File: src/rtl/wgc_pkg.sv
package wgc_pkg;
  typedef enum logic [1:0] {
    ST_NORMAL   = 2'd0,
    ST_GCLOCK   = 2'd1,
    ST_AWAKE    = 2'd2,
    ST_FLITWAKE = 2'd3
  } wgc_state_e;

  localparam int unsigned STATE_W = 2;
endpackage

File: src/rtl/wgc_sync.sv
module wgc_sync #(
  parameter int unsigned W      = 1,
  parameter int unsigned STAGES = 3
) (
  input  logic         clk,
  input  logic         rst,
  input  logic [W-1:0] d,
  output logic [W-1:0] q
);
  logic [W-1:0] chain [STAGES];

  always_ff @(posedge clk) begin
    if (rst) chain[0] <= '0;
    else     chain[0] <= d;
  end

  for (genvar s = 1; s < STAGES; s++) begin : g_stage
    always_ff @(posedge clk) begin
      if (rst) chain[s] <= '0;
      else     chain[s] <= chain[s-1];
    end
  end

  assign q = chain[STAGES-1];
endmodule

File: src/rtl/wgc_fsm.sv
module wgc_fsm
  import wgc_pkg::*;
(
  input  logic       clk,
  input  logic       rst,
  input  logic       wfi_s,
  input  logic       pwr_idle,
  input  logic       wake_any,
  input  logic       flit_any,
  output wgc_state_e state
);
  wgc_state_e nxt;

  always_comb begin
    nxt = state;
    unique case (state)
      ST_NORMAL: begin
        if (wfi_s && pwr_idle && !wake_any && !flit_any) nxt = ST_GCLOCK;
      end
      ST_GCLOCK: begin
        if (wake_any || !pwr_idle) nxt = ST_AWAKE;
        else if (flit_any)         nxt = ST_FLITWAKE;
      end
      ST_AWAKE, ST_FLITWAKE: begin
        if (!wfi_s) nxt = ST_NORMAL;
      end
      default: nxt = ST_NORMAL;
    endcase
  end

  always_ff @(posedge clk) begin
    if (rst) state <= ST_NORMAL;
    else     state <= nxt;
  end
endmodule

File: src/rtl/wgc_gate_out.sv
module wgc_gate_out
  import wgc_pkg::*;
#(
  parameter bit GATE_EN = 1'b1
) (
  input  logic       clk,
  input  logic       rst,
  input  wgc_state_e state,
  input  logic       pdn_gate,
  input  logic       snp_pend,
  output logic       gate_req,
  output logic       clk_en
);
  if (GATE_EN) begin : g_gate
    always_ff @(posedge clk) begin
      if (rst) gate_req <= 1'b0;
      else     gate_req <= (state == ST_GCLOCK);
    end
  end else begin : g_nogate
    always_ff @(posedge clk) begin
      if (rst) gate_req <= 1'b0;
      else     gate_req <= 1'b0;
    end
  end

  assign clk_en = (!gate_req && !pdn_gate) || snp_pend;
endmodule

File: src/rtl/wfi_gate_ctrl.sv
module wfi_gate_ctrl
  import wgc_pkg::*;
#(
  parameter int unsigned WAKE_W      = 8,
  parameter int unsigned SYNC_STAGES = 3,
  parameter bit          GATE_EN     = 1'b1
) (
  input  logic              clk,
  input  logic              rst,
  input  logic              wfi_in,
  input  logic              pwr_idle,
  input  logic [WAKE_W-1:0] wake_in,
  input  logic              snp_pend,
  input  logic              rsp_pend,
  input  logic              dat_pend,
  input  logic              pdn_gate,
  output logic              gate_req,
  output logic              clk_en,
  output logic [STATE_W-1:0] gate_state
);
  localparam int unsigned SYNC_W = WAKE_W + 1;

  logic [SYNC_W-1:0] sync_q;
  logic              wfi_s;
  logic [WAKE_W-1:0] wake_s;
  logic              wake_any;
  logic              flit_any;
  wgc_state_e        state;

  wgc_sync #(.W(SYNC_W), .STAGES(SYNC_STAGES)) u_sync (
    .clk (clk),
    .rst (rst),
    .d   ({wfi_in, wake_in}),
    .q   (sync_q)
  );

  assign wfi_s    = sync_q[SYNC_W-1];
  assign wake_s   = sync_q[WAKE_W-1:0];
  assign wake_any = |wake_s;
  assign flit_any = snp_pend | rsp_pend | dat_pend;

  wgc_fsm u_fsm (
    .clk      (clk),
    .rst      (rst),
    .wfi_s    (wfi_s),
    .pwr_idle (pwr_idle),
    .wake_any (wake_any),
    .flit_any (flit_any),
    .state    (state)
  );

  wgc_gate_out #(.GATE_EN(GATE_EN)) u_out (
    .clk      (clk),
    .rst      (rst),
    .state    (state),
    .pdn_gate (pdn_gate),
    .snp_pend (snp_pend),
    .gate_req (gate_req),
    .clk_en   (clk_en)
  );

  assign gate_state = state;
endmodule

File: config.mk
export PLATFORM = sky130hd
export DESIGN_NAME = wfi_gate_ctrl
export DESIGN_NICKNAME = d
export VERILOG_FILES = /design/src/rtl/wgc_pkg.sv /design/src/rtl/wgc_sync.sv /design/src/rtl/wgc_fsm.sv /design/src/rtl/wgc_gate_out.sv /design/src/rtl/wfi_gate_ctrl.sv
export SDC_FILE = /design/constraint.sdc
export NUM_CORES = 1
export LEC_CHECK = 0
export ABC_CLOCK_PERIOD_IN_PS = 1200
export BUFFER_PORTS_ARGS = -buffer_cell sky130_fd_sc_hd__buf_2
export CORE_UTILIZATION = 49
export CTS_BUF_LIST = sky130_fd_sc_hd__clkbuf_16
export CTS_CLUSTER_SIZE = 30
export DETAILED_ROUTE_END_ITERATION = 10
export PLACE_DENSITY = 0.77
export SYNTH_ARGS = -nofsm -noshare
export SYNTH_HDL_FRONTEND = slang
export SYNTH_SLANG_ARGS = --single-unit
File: constraint.sdc
create_clock -name clk -period 1.2 [get_ports clk]
set_input_delay 0.24 -clock clk [delete_from_list [all_inputs] [get_ports clk]]
set_output_delay 0.24 -clock clk [all_outputs]
set_load 0.005 [all_outputs]
# ---- After elaboration in Yosys (flattened, before gate mapping)
# Memories as Yosys holds them, arrays and structs flattened.
# Index checks and enable logic that the tools add are counted.
dict set report classes {
  eq_ne 6
  n_mux 11
  bitwise 5
  n_reduce_logical 15
}
# cell count
set op_table {}
lappend op_table {{$mux 9} 3}
lappend op_table {{$mux 2} 4}
lappend op_table {{$reduce_or 8->1} 1}
lappend op_table {{$pmux 2 s3} 1}
lappend op_table {{$logic_not 1->1} 5}
lappend op_table {{$or 1x1->1} 5}
lappend op_table {{$eq 2x2->1 const B} 2}
lappend op_table {{$logic_and 1x1->1} 4}
lappend op_table {{$mux 1} 3}
lappend op_table {{$ne 3x1->1 const B} 1}
lappend op_table {{$reduce_and 3->1} 1}
lappend op_table {{$eq 2x1->1 const B} 1}
lappend op_table {{$logic_not 2->1} 1}
lappend op_table {{$logic_or 1x1->1} 2}
lappend op_table {{$ne 2x1->1 const B} 1}
lappend op_table {{$ne 2x2->1 const B} 1}
lappend op_table {{$reduce_or 2->1} 1}
dict set report totals {
  reg_bits 3
  mem_bits_rw 27
  inputBits 16
  output_inout_bits 4
  elab_cells 40
  n_memories 1
}
# name words word_bits read_ports rd_clocked_by_memory_dff wr line_no
set memory_table {}
lappend memory_table {u_sync.chain 3 9 3 0 3 wgc_sync.sv:10} ;# logic [W-1:0] chain [STAGES];

# ---- Longest topological paths before layout
dict set report logic_depth {
  depth_word 6
  depth_mapped 3
  depth_no_buf 3
}

# ---- Modules after synthesis
# A second synthesis with hierarchy kept.
dict set report hier_totals {
  hier_cells 72
  area_unflattened_um2 915.9
}
# module n_inst cells_per_inst area_each_um2 seq_area_each_um2
set modules_own_cells {}
lappend modules_own_cells {wgc_sync 1 56 749.5 540.5}
lappend modules_own_cells {wgc_fsm 1 9 103.8 40.0}
lappend modules_own_cells {wgc_gate_out 1 3 40.0 20.0}
lappend modules_own_cells {wfi_gate_ctrl 1 4 22.5 0.0}

# ---- Worst setup path before layout
# OpenSTA, ideal clock, no wires.
dict set report synth_timing {
  path_type {reg2reg}
  start {mem u_sync.chain[2][2] (netlist name)}
  end {reg u_fsm.state[1]}
  setup_time_ps 115
  arrival_time_ps 866
  t_required_ps 1085
  setup_slack_ps 219
  stages_incl_launch_ff 4
  n_path_buf 0
  synth_period_minus_slack_ps 981
  cell_sequence {dfxtp_1 > nor4_2 > nand4b_1 > o21a_1}
}
# element line_no
set synth_lines {}
lappend synth_lines {{start: declaration} wgc_sync.sv:10}
lappend synth_lines {{end signal: assignment} wgc_fsm.sv:33} ;# else state <= nxt;
lappend synth_lines {{end: declaration} wgc_fsm.sv:10} ;# output wgc_state_e state

# ---- Final worst setup path
dict set report layout_timing {
  start {reg u_fsm.state[1]}
  end {out gate_state[1]}
}
# element line_no
set layout_lines {}
lappend layout_lines {{end: declaration} wfi_gate_ctrl.sv:19} ;# output logic [STATE_W-1:0] gate_state
# No word-level cell between the ends.

==> impl_metrics.env <==
export IMPL_status="complete, no violations"
export IMPL_ys_seq_area_share_pct=68.0
export IMPL_die_y_um=44.5
export IMPL_layout_commonest_cell="dfxtp_1"
export IMPL_drive_gt1_share_pct=28.3
export IMPL_seq_power_share_pct=47.0
export IMPL_startpoint_type="flop"
export IMPL_critPathCaptureType="primary output"
export IMPL_fin_util_pct=71.7
export IMPL_rsz0062_at_grt="false"
export IMPL_grt_pass1_wl_um=2190
export IMPL_pwr_density_cell_mw_per_mm2=1940
export IMPL_fin_crit_ns=1.07
export IMPL_vias=548
export IMPL_power_total_w=0.00222
export IMPL_finalSetupViolCount=0
export IMPL_combinationalPowerShare_pct=3.6
export IMPL_max_cap_viol_count=0
export IMPL_areaGrowthSynthToFinish_pct=29.3
export IMPL_die_area_sq_mm=0.00198
export IMPL_syn_nets=90
export IMPL_drtPass1Iterations=3
export IMPL_synth_cells=74
export IMPL_dp_hpwl_um=837
export IMPL_pwr_share_clk_pct=49.4
export IMPL_avgViaCountPerCell=4.46
export IMPL_setup_slack_ns=0.128
export IMPL_finalHoldViolCount=0
export IMPL_peakVddDrop_uv=1590
export IMPL_diodes=0
export IMPL_setup_worst_path_class="reg2out"
export IMPL_nFillCells=123
export IMPL_fp_row_count=14
export IMPL_slowest_stage="dfxtp_1"
export IMPL_cts_hold_buf=0
export IMPL_cts_buffers=5
export IMPL_clk_pin_slew_ns=0.05
export IMPL_io_buffer_count=19
export IMPL_grt_max_degree=28
export IMPL_gp_congestion=0.732
export IMPL_ys_seq_elements=30
export IMPL_synth_area_sq_um=883
export IMPL_tightest_slew_ns=0.239
export IMPL_final_nets=114
export IMPL_cts_setup_buffers=0
export IMPL_synth_cell_types=13
export IMPL_drt_iter0_drc=3
export IMPL_synth_largest_area_cell="dfxtp_1"
export IMPL_switchingPower_w=0.000398
export IMPL_antenna_found_initial=0
export IMPL_cts_tree="yes"
export IMPL_switching_share_pct=17.9
export IMPL_crit_chain="buf_2"
export IMPL_p_leak_nw=0.490
export IMPL_finalSetupTns_ns=0
export IMPL_clock_fmax_ghz=0.933
export IMPL_core_area_sq_mm=0.00159
export IMPL_maxSlewViolCount=0
export IMPL_critical_path_buf_inv_count=1
export IMPL_max_stage_delay_ns=0.42
export IMPL_cpLargestDelayFamily="flip-flops"
export IMPL_pin_count=20
export IMPL_cp_required_ns=0.96
export IMPL_clock_sinks=30
export IMPL_cts_root_buf="clkbuf_16"
export IMPL_p_int_w=0.00182
export IMPL_die_w_um=44.5
export IMPL_start_util_pct=55.4
export IMPL_grt_pass1_vias=569
export IMPL_min_path_type="in2reg"
export IMPL_cts_max_path_buffers=2
export IMPL_synth_top_cell_area_share_pct=68.0
export IMPL_grt_overflow=0
export IMPL_dp_slack_ns=0.135
export IMPL_ant_nets=0
export IMPL_mostFrequentLayoutCells="dfxtp_1, nor2b_1, buf_2"
export IMPL_worstPathArrival_ns=0.83
export IMPL_cp_max_fo=6
export IMPL_routedWlPerCell_um=9.82
export IMPL_drt_total_wl_um=1210
export IMPL_yosysWarnings=0
export IMPL_clk_latency_ns=0.26
export IMPL_max_slew_margin_pct=84.0
export IMPL_synth_area_leaders="dfxtp_1, nor2b_1, nand4b_1"
export IMPL_htreeDepth=2
export IMPL_avgSynthCellArea_sq_um=11.9
export IMPL_drc=0
export IMPL_ctsResizeCount=0
export IMPL_period_share_pct=89.3
export IMPL_grt_total_usage_pct=16.6
export IMPL_fin_skew_ns=0.00367
-- Yosys cell counts (all sizes together) --
library cell,number
dfxtp,30
nor2b,27
clkbuf,3
a21oi,2
nand2,2
nand4b,2
nor3,2
nand2b,1
nor3b,1
nor4,1
o21a,1
o21bai,1
o41ai,1
-- power groups by stage --
stage / registers [W] / clock network, W / logic, W
2_1_floorplan: 0.00106 / 0 / 0.0000466
3_3_place_gp: 0.00106 / 0 / 0.0000759
3_5_place_dp: 0.00106 / 0 / 0.0000807
4_1_cts: 0.00104 / 0.00113 / 0.0000810
5_1_grt: 0.00105 / 0.00118 / 0.0000913
6_report: 0.00104 / 0.00110 / 0.0000791
-- flip-flops by register name (all words and copies together), names as in the netlist --
register,cells
u_sync.chain,27
u_out.gate_req,1
u_fsm.state,2
-- per-layer routing --
metal | part of all wire, % | GRT usage, % | up-vias
met2 | 57 | 31.2 | 18
li1 | - | - | 284
met5 | 0 | 0 | -
met4 | 0.50 | 10.9 | 0
met3 | 6.1 | 7.35 | 2
met1 | 36 | 13.5 | 244
-- worst paths after layout --
path | from | endpoint | slack (ns) | depth (start not counted)
worst max-delay path | u_fsm.state[1] | gate_state[1] | 0.13 | 1
worst min-delay path | wake_in[2] | u_sync.chain[0][2] | 0.19 | 2
worst max register to register | u_sync.chain[2][2] | u_fsm.state[1] | 0.17 | 3
worst min register to register | u_sync.chain[1][3] | u_sync.chain[2][3] | 0.43 | 1
-- metrics by stage --
step                      cells  hold slack [ns]  instance area (sq um)
after global placement      115            0.417                   1000
after global routing        123            0.185                   1140
after detailed placement    115            0.420                   1000
after CTS                   123            0.182                   1140
after floorplan              74            0.341                    883
final                       123            0.187                   1140
-- area by class of cell --
type / count / area, sq um / area share [%]
sequential: 30 / 601 / 52.6
multi-input combinational: 41 / 272 / 23.8
clock buffer: 5 / 125 / 11.0
timing repair buffer: 20 / 103 / 8.98
tap: 24 / 30.0 / 2.63
clock inverter: 3 / 12.5 / 1.10
-- logic make-up (layout without fill, tap and decap cells) --
| family | after synthesis | after routing | share of synthesized area (%) |
|---|---|---|---|
| DFF | 30 | 30 | 68.0 |
| and+or+nand+nor | 36 | 36 | 26.1 |
| buffers and inverters | 3 | 28 | 1.27 |
| AOI/OAI and AO/OA | 5 | 5 | 4.68 |
(Power assumes the default switching activity.)
